### src/rtl/slp_pkg.sv
package slp_pkg;
  typedef enum logic [1:0] {
    SLP_ACTIVE  = 2'd0,
    SLP_ENTER   = 2'd1,
    SLP_SLEEP   = 2'd2,
    SLP_RECOVER = 2'd3
  } slp_state_t;

  localparam logic [1:0] CMD_DESEL = 2'b00;
  localparam logic [1:0] CMD_READ  = 2'b01;
  localparam logic [1:0] CMD_WRITE = 2'b10;
  localparam logic [1:0] CMD_RSVD  = 2'b11;
endpackage

### src/rtl/slp_zz_sync.sv
module slp_zz_sync #(
  parameter int STAGES = 2
) (
  input  logic clk,
  input  logic rst_n,
  input  logic async_i,
  output logic sync_o
);
  logic [STAGES-1:0] sr_q;

  always_ff @(posedge clk or negedge rst_n) begin
    if (!rst_n) sr_q <= '0;
    else        sr_q <= {sr_q[STAGES-2:0], async_i};
  end

  assign sync_o = sr_q[STAGES-1];
endmodule

### src/rtl/slp_fsm.sv
module slp_fsm
  import slp_pkg::*;
#(
  parameter int ENTRY_CYC   = 2,
  parameter int RECOVER_CYC = 4
) (
  input  logic       clk,
  input  logic       rst_n,
  input  logic       zz_i,
  output slp_state_t state_o
);
  localparam int MAXC = (ENTRY_CYC > RECOVER_CYC) ? ENTRY_CYC : RECOVER_CYC;
  localparam int CW   = $clog2(MAXC + 1);
  localparam logic [CW-1:0] ELOAD = CW'(ENTRY_CYC - 1);
  localparam logic [CW-1:0] RLOAD = CW'(RECOVER_CYC - 1);

  slp_state_t state_q, state_d;
  logic [CW-1:0] cnt_q, cnt_d;

  always_comb begin
    state_d = state_q;
    cnt_d   = cnt_q;
    case (state_q)
      SLP_ACTIVE: begin
        if (zz_i) begin
          state_d = SLP_ENTER;
          cnt_d   = ELOAD;
        end
      end
      SLP_ENTER: begin
        if (cnt_q == '0) state_d = SLP_SLEEP;
        else             cnt_d   = cnt_q - 1'b1;
      end
      SLP_SLEEP: begin
        if (!zz_i) begin
          state_d = SLP_RECOVER;
          cnt_d   = RLOAD;
        end
      end
      SLP_RECOVER: begin
        if (zz_i) begin
          state_d = SLP_ENTER;
          cnt_d   = ELOAD;
        end else if (cnt_q == '0) begin
          state_d = SLP_ACTIVE;
        end else begin
          cnt_d = cnt_q - 1'b1;
        end
      end
      default: state_d = SLP_ACTIVE;
    endcase
  end

  always_ff @(posedge clk or negedge rst_n) begin
    if (!rst_n) begin
      state_q <= SLP_ACTIVE;
      cnt_q   <= '0;
    end else begin
      state_q <= state_d;
      cnt_q   <= cnt_d;
    end
  end

  assign state_o = state_q;


  sleep_from_enter_chk: assert property (@(posedge clk) disable iff (!rst_n)
    (state_q == SLP_SLEEP && $past(state_q) != SLP_SLEEP) |-> $past(state_q) == SLP_ENTER);

  enter_bound_chk: assert property (@(posedge clk) disable iff (!rst_n)
    (state_q == SLP_ENTER) |-> (cnt_q < CW'(ENTRY_CYC)));

  recover_done_chk: assert property (@(posedge clk) disable iff (!rst_n)
    (state_q == SLP_ACTIVE && $past(state_q) == SLP_RECOVER) |-> ($past(cnt_q) == '0 && !$past(zz_i)));

  reassert_chk: assert property (@(posedge clk) disable iff (!rst_n)
    (state_q == SLP_RECOVER && zz_i) |=> state_q == SLP_ENTER);
endmodule

### src/rtl/slp_cmd_gate.sv
module slp_cmd_gate
  import slp_pkg::*;
(
  input  slp_state_t state_i,
  input  logic [1:0] cmd_i,
  output logic [1:0] cmd_o,
  output logic       wr_err_o,
  output logic       in_gate_o,
  output logic       out_hiz_o
);
  logic sleeping, recovering;

  assign sleeping   = (state_i == SLP_SLEEP);
  assign recovering = (state_i == SLP_RECOVER);

  always_comb begin
    cmd_o    = cmd_i;
    wr_err_o = 1'b0;
    if (sleeping || cmd_i == CMD_RSVD) begin
      cmd_o = CMD_DESEL;
    end else if (recovering && cmd_i == CMD_WRITE) begin
      cmd_o    = CMD_DESEL;
      wr_err_o = 1'b1;
    end
  end

  assign in_gate_o = sleeping;
  assign out_hiz_o = sleeping;
endmodule

### src/rtl/slp_pwr_ctrl.sv
module slp_pwr_ctrl
  import slp_pkg::*;
#(
  parameter int SYNC_STAGES = 2,
  parameter int ENTRY_CYC   = 2,
  parameter int RECOVER_CYC = 4
) (
  input  logic       clk,
  input  logic       rst_n,
  input  logic       sleep_req,
  input  logic [1:0] cmd_i,
  output logic [1:0] cmd_o,
  output logic       in_gate,
  output logic       out_hiz,
  output logic       asleep,
  output logic       ready,
  output logic       wr_err
);
  logic       zz_s;
  slp_state_t state;

  slp_zz_sync #(.STAGES(SYNC_STAGES)) u_sync (
    .clk     (clk),
    .rst_n   (rst_n),
    .async_i (sleep_req),
    .sync_o  (zz_s)
  );

  slp_fsm #(.ENTRY_CYC(ENTRY_CYC), .RECOVER_CYC(RECOVER_CYC)) u_fsm (
    .clk     (clk),
    .rst_n   (rst_n),
    .zz_i    (zz_s),
    .state_o (state)
  );

  slp_cmd_gate u_gate (
    .state_i   (state),
    .cmd_i     (cmd_i),
    .cmd_o     (cmd_o),
    .wr_err_o  (wr_err),
    .in_gate_o (in_gate),
    .out_hiz_o (out_hiz)
  );

  assign asleep = (state == SLP_SLEEP);
  assign ready  = (state == SLP_ACTIVE) || (state == SLP_ENTER);


  asleep_iso_chk: assert property (@(posedge clk) disable iff (!rst_n)
    asleep |-> (out_hiz && in_gate && cmd_o == CMD_DESEL));

  rec_write_chk: assert property (@(posedge clk) disable iff (!rst_n)
    (!ready && !asleep) |-> (cmd_o != CMD_WRITE));

  err_ctx_chk: assert property (@(posedge clk) disable iff (!rst_n)
    wr_err |-> (cmd_i == CMD_WRITE && !ready && !asleep));

  rsvd_drop_chk: assert property (@(posedge clk) disable iff (!rst_n)
    (cmd_i == CMD_RSVD) |-> (cmd_o == CMD_DESEL && !wr_err));
endmodule

### config.mk
export PLATFORM = sky130hd
export DESIGN_NAME = slp_pwr_ctrl
export DESIGN_NICKNAME = d
export VERILOG_FILES = /design/src/rtl/slp_pkg.sv /design/src/rtl/slp_zz_sync.sv /design/src/rtl/slp_fsm.sv /design/src/rtl/slp_cmd_gate.sv /design/src/rtl/slp_pwr_ctrl.sv
export SDC_FILE = /design/constraint.sdc
export NUM_CORES = 1
export LEC_CHECK = 0
export BUFFER_PORTS_ARGS = -buffer_cell sky130_fd_sc_hd__buf_2
export CAP_MARGIN = 40
export CORE_AREA = 8 8 45 47
export CTS_BUF_LIST = sky130_fd_sc_hd__clkbuf_16
export DETAILED_ROUTE_END_ITERATION = 16
export DIE_AREA = 0 0 53 55
export HOLD_SLACK_MARGIN = 0.03
export PLACE_DENSITY = 0.62
export SKIP_LAST_GASP = 1
export SLEW_MARGIN = 20
export SYNTH_ARGS = -nofsm -noshare
export SYNTH_HDL_FRONTEND = slang
export SYNTH_SLANG_ARGS = --single-unit
### constraint.sdc
create_clock -name clk -period 1.9 [get_ports clk]
set_input_delay 0.095 -clock clk [delete_from_list [all_inputs] [get_ports clk]]
set_output_delay 0.095 -clock clk [all_outputs]
set_load 0.005 [all_outputs]
# == Word level (Yosys, flattened, before mapping) ==
# Cells that the tools add are included.
# totals
regBits,7
out_inout_bits,7
wordCells,35
# op_classes
n_addsub,1
n_eq_ne,9
mux,15
n_reduce_logical,7
# op_table
cell,count
$mux W2,7
$mux W3,4
$pmux W3 S4,1
$eq A2 B2 Y1 const B,4
$pmux W2 S4,1
$ne A2 B1 Y1 const B,2
$reduce_and A4 Y1,1
$logic_not A3 Y1,1
$ne A3 B3 Y1 const B,1
$sub A3 B1 Y3 const B,1
$eq A2 B1 Y1 const B,1
$logic_not A2 Y1,1
$logic_or A1 B1 Y1,2
$mux W1,2
$ne A2 B2 Y1 const B,1
$reduce_and A2 Y1,1
$logic_and A1 B1 Y1,1

# == Logic depth before layout (Yosys ltp) ==
# logic_depth
word_depth,4
depth_mapped,7

# == Cells and area by module ==
# Synthesis repeated with hierarchy kept, for this count alone.
# hier_totals
cells_unflattened,52
hier_area_um2,518.0
# modules_own_cells
module,n_inst,cells_per_inst,area_per_inst_um2
slp_fsm,1,43,399.1
slp_cmd_gate,1,5,51.3
slp_zz_sync,1,2,50.0
slp_pwr_ctrl,1,2,17.5

# == Worst setup path before layout ==
# OpenSTA, ideal clock, no wires.
# synth_path
kind,reg-to-reg
start,register u_fsm.cnt_q[0]
end,"register u_fsm.state_q[1], in the netlist u_fsm.state_o[1]"
arrival_time_ps,1472
required_ps,1775
setup_slack_ps,303
stages_incl_launch_ff,8
path_buffers,0
period_less_slack_ps,1597
path_cell_list,dfrtp_1 > inv_1 > ha_1 > ha_1 > nor2b_2 > o21ai_2 > and3_4 > mux2_4
# synth_via
elab_chain_len,3
word_cells_on_any_way,4
classes_between,eq/ne (2); reduce/logical (2)
# synth_rtl
item,line,source
from (decl),slp_fsm.sv:18,"logic [CW-1:0] cnt_q, cnt_d;"
from (signal assigned),slp_fsm.sv:60,cnt_q <= cnt_d;
$logic_not A3 Y1 (*),"slp_fsm.sv:31, slp_fsm.sv:44",
$ne A3 B3 Y1 (no source line) / $ne A2 B1 Y1 (equally long branches),--,
$reduce_and A4 Y1 (no source line) (*),--,
to (signal assigned),slp_fsm.sv:59,state_q <= state_d;
to (decl),slp_fsm.sv:17,"slp_state_t state_q, state_d;"
# Every way passes the cells marked *; elsewhere a longest branch is shown, timed or not.
# A chain may end at the register's enable or synchronous reset.

# == Final worst setup path ==
# layout_path
start,"register u_fsm.state_q[0], in the netlist u_fsm.state_o[0]"
end,output cmd_o[1]
# layout_via
elab_chain_len,4
word_cells_on_any_way,6
classes_between,eq/ne (2); mux (2); reduce/logical (2)
# layout_rtl
item,line,source
$eq A2 B2 Y1,slp_cmd_gate.sv:14,assign recovering = (state_i == SLP_RECOVER);
$logic_and A1 B1 Y1,slp_cmd_gate.sv:21,end else if (recovering && cmd_i == CMD_WRITE) begin
$mux W2,slp_cmd_gate.sv:21,
$mux W2 (*),slp_cmd_gate.sv:19,if (sleeping || cmd_i == CMD_RSVD) begin
to (decl),slp_pwr_ctrl.sv:12,"output logic [1:0] cmd_o,"
# Marked as above.

==> flow_metrics.env <==
export IMPL_status="finished, final reports clean"
export IMPL_worstMarginPinSlew_ns=0.279
export IMPL_power_density_nw_per_um2=1800
export IMPL_antennaDiodeCount=0
export IMPL_slew_violations=0
export IMPL_timing_final_hold_violations=0
export IMPL_timing_max_cap_violations=0
export IMPL_yosys_top_cells_count="7 x sky130_fd_sc_hd__dfrtp_1, 7 x sky130_fd_sc_hd__ha_1, 7 x sky130_fd_sc_hd__inv_1, 5 x sky130_fd_sc_hd__a21oi_1, 5 x sky130_fd_sc_hd__nor2_1"
export IMPL_root_buffer="sky130_fd_sc_hd__clkbuf_16"
export IMPL_routed_via_count=439
export IMPL_cts_htree_levels=1
export IMPL_total_die_area_sq_um=2920
export IMPL_boundaryPins=12
export IMPL_final_setup_worst_slack_ns=0.205
export IMPL_cts_inserted_buffers=3
export IMPL_hold_buffers=2
export IMPL_io_buffer_count=11
export IMPL_crit_reg2reg_capture="u_fsm.state_o[1]"
export IMPL_grt_first_pass_wirelength_microns=1690
export IMPL_core_region_area_sq_um=1380
export IMPL_worst_setup_path_start_kind="register"
export IMPL_synth_area_top_cells="sky130_fd_sc_hd__dfrtp_1 35%, sky130_fd_sc_hd__ha_1 17%, sky130_fd_sc_hd__inv_1 5.2%, sky130_fd_sc_hd__a21oi_1 5.0%, sky130_fd_sc_hd__nor2_1 3.7%"
export IMPL_ir_drop_uv=1110
export IMPL_synth_top_cell_area_share_pct=34.7
export IMPL_r2r_start="u_fsm.cnt_q[1]"
export IMPL_via_per_inst=5.10
export IMPL_die_width_microns=53
export IMPL_worst_setup_path_endpoint="cmd_o[1]"
export IMPL_timing_worst_setup_path_type="reg2out"
export IMPL_synth_async_reset_ratio_pct=100
export IMPL_drc=0
export IMPL_post_synth_instance_area_sq_um=505
export IMPL_gp_congestion=0.840
export IMPL_finalCritPeriodShare_pct=89.2
export IMPL_initial_utilization_pct=36.5
export IMPL_critical_path_peak_fanout=7
export IMPL_clock_skew_final_ns=0.00265
export IMPL_grt_start_max_net_pins=8
export IMPL_num_rows=14
export IMPL_first_global_vias=401
export IMPL_layout_drive_gt1_share_pct=30.0
export IMPL_worst_ep_arrival_time_ns=1.60
export IMPL_areaGrowthSynthToFinish_pct=32.9
export IMPL_synth_largest_area_cell="sky130_fd_sc_hd__dfrtp_1"
export IMPL_postSynthRegisterBits=7
export IMPL_f_max_mhz=590
export IMPL_clockBufferDepth=2
export IMPL_cts_tree="done"
export IMPL_final_nets=83
export IMPL_final_core_util_pct=48.6
export IMPL_drt_initial_drc_count=8
export IMPL_worst_skew_pair_late_latency_ns=0.23
export IMPL_total_number_of_clock_tree_sinks=7
export IMPL_routed_wl_per_cell_microns=11.6
export IMPL_fin_worst_hold_slack_ns=0.231
export IMPL_worst_max_slew_margin_expressed_relative_to_the_limit_pct=81.4
export IMPL_synth_sequential_area_ratio_pct=34.7
export IMPL_synth_lib_cells_used_distinct=24
export IMPL_pre_cts_worst_setup_slack_ns=0.205
export IMPL_drt_antenna_violating_nets=0
export IMPL_synth_ff_type="sky130_fd_sc_hd__dfrtp_1"
export IMPL_synth_edff_count=0
export IMPL_antenna_found_initial=0
export IMPL_path_clk_slew_ns=0.04
export IMPL_setup_viol=0
export IMPL_min_delay_worst_type="in2async"
export IMPL_synth_fp_nets=66
export IMPL_track_usage_pct=7.91
export IMPL_dieHeight_microns=55
export IMPL_grt_setup_unrepaired="no"
export IMPL_gate_count_post_synth=54
export IMPL_cts_resized=0
export IMPL_drt_total_wl_microns=994
export IMPL_fin_crit_ns=1.69
export IMPL_power_static_leakage_nw=0.341
export IMPL_setup_tns_final_ns=0
export IMPL_crit_required_ns=1.80
export IMPL_crit_path_end_kind="output pin"
export IMPL_ys_warnings_count=0
export IMPL_start_point_of_the_critical_path="u_fsm.state_o[0]"
export IMPL_reg2reg_slack_ns=0.21
export IMPL_synth_area_per_cell_sq_um=9.36
export IMPL_place_detailed_hpwl_microns=778
export IMPL_firstDrtPassIters=5
export IMPL_cts_post_setup_buffers_inserted=0
export IMPL_r2r_worst_path_cells=7
export IMPL_globalRouteOverflowTotal=0
[sequential cells by signal (all words and copies together), names as in the netlist]
| name | count |
|---|---|
| u_sync.sr_q | 2 |
| u_fsm.cnt_q | 3 |
| u_fsm.state_o | 2 |
[worst max-delay path: stages (launching register included)]
cell                      delay [ns]
sky130_fd_sc_hd__dfrtp_1        0.40
sky130_fd_sc_hd__inv_1          0.08
sky130_fd_sc_hd__ha_1           0.26
sky130_fd_sc_hd__buf_4          0.18
sky130_fd_sc_hd__nor4b_1        0.28
sky130_fd_sc_hd__buf_2          0.16
[routing by layer]
layer  track usage (%)  wire length (microns)
met1              8.78                    475
met2              11.9                    380
met5                 0                      0
met3              2.14                    109
met4              7.76                     29
[how the worst min path moves through the flow]
stage	from	slack (ns)	end	cells past startpoint
2_1_floorplan	rst_n	-0.20	u_fsm.cnt_q[0]	0
3_3_place_gp	rst_n	-0.06	u_sync.sr_q[0]	1
3_5_place_dp	rst_n	-0.06	u_sync.sr_q[0]	1
4_1_cts	rst_n	0.23	u_fsm.cnt_q[0]	2
5_1_grt	rst_n	0.25	u_sync.sr_q[0]	2
6_report	rst_n	0.23	u_fsm.cnt_q[0]	2
[layout make-up]
| cell class | instances | area [sq um] |
|---|---|---|
| Tap cell | 16 | 20.0 |
| Multi-Input combinational cell | 36 | 282 |
| Sequential cell | 7 | 175 |
| Fill cell | 130 | 712 |
| Clock buffer | 3 | 75.1 |
| Timing Repair Buffer | 14 | 82.6 |
| Inverter | 9 | 33.8 |
| Clock inverter | 1 | 3.75 |
[kinds of logic after synthesis]
group	share of synthesized area, %
adder cells (fa/ha/maj)	17.3
AO/OA/AOI/OAI	16.6
AND/OR/NAND/NOR	17.1
buffers and inverters	9.65
multiplexers	2.97
XOR/XNOR	1.73
flip-flops	34.7
[placed cells by master (no fill, tap or decap), drive strengths merged]
master	n
a21oi	5
a222oi	1
a31oi	1
a32o	1
and3	1
buf	12
clkbuf	3
dfrtp	7
dlygate4sd3	2
ha	7
inv	10
mux2	1
nand2	2
nor2	5
nor2b	1
nor3b	1
nor4b	1
nor4bb	1
o21ai	4
o311ai	1
or2	1
or4	1
xor2	1
[metrics by stage]
step / total power [mW] / std cells / area [sq um]
floorplan: 0.723 / 54 / 505
global placement: 0.861 / 80 / 573
detailed placement: 0.858 / 80 / 573
CTS: 1.22 / 86 / 672
global route: 1.32 / 86 / 672
finish: 1.21 / 86 / 672
[power breakdown]
part	internal [mW]	switching [mW]	leakage, nW
sequential	0.198	0.0406	0.0848
clock	0.273	0.0768	0.0423
combinational	0.303	0.318	0.214
Note: power is estimated with default switching activity, not from simulation.
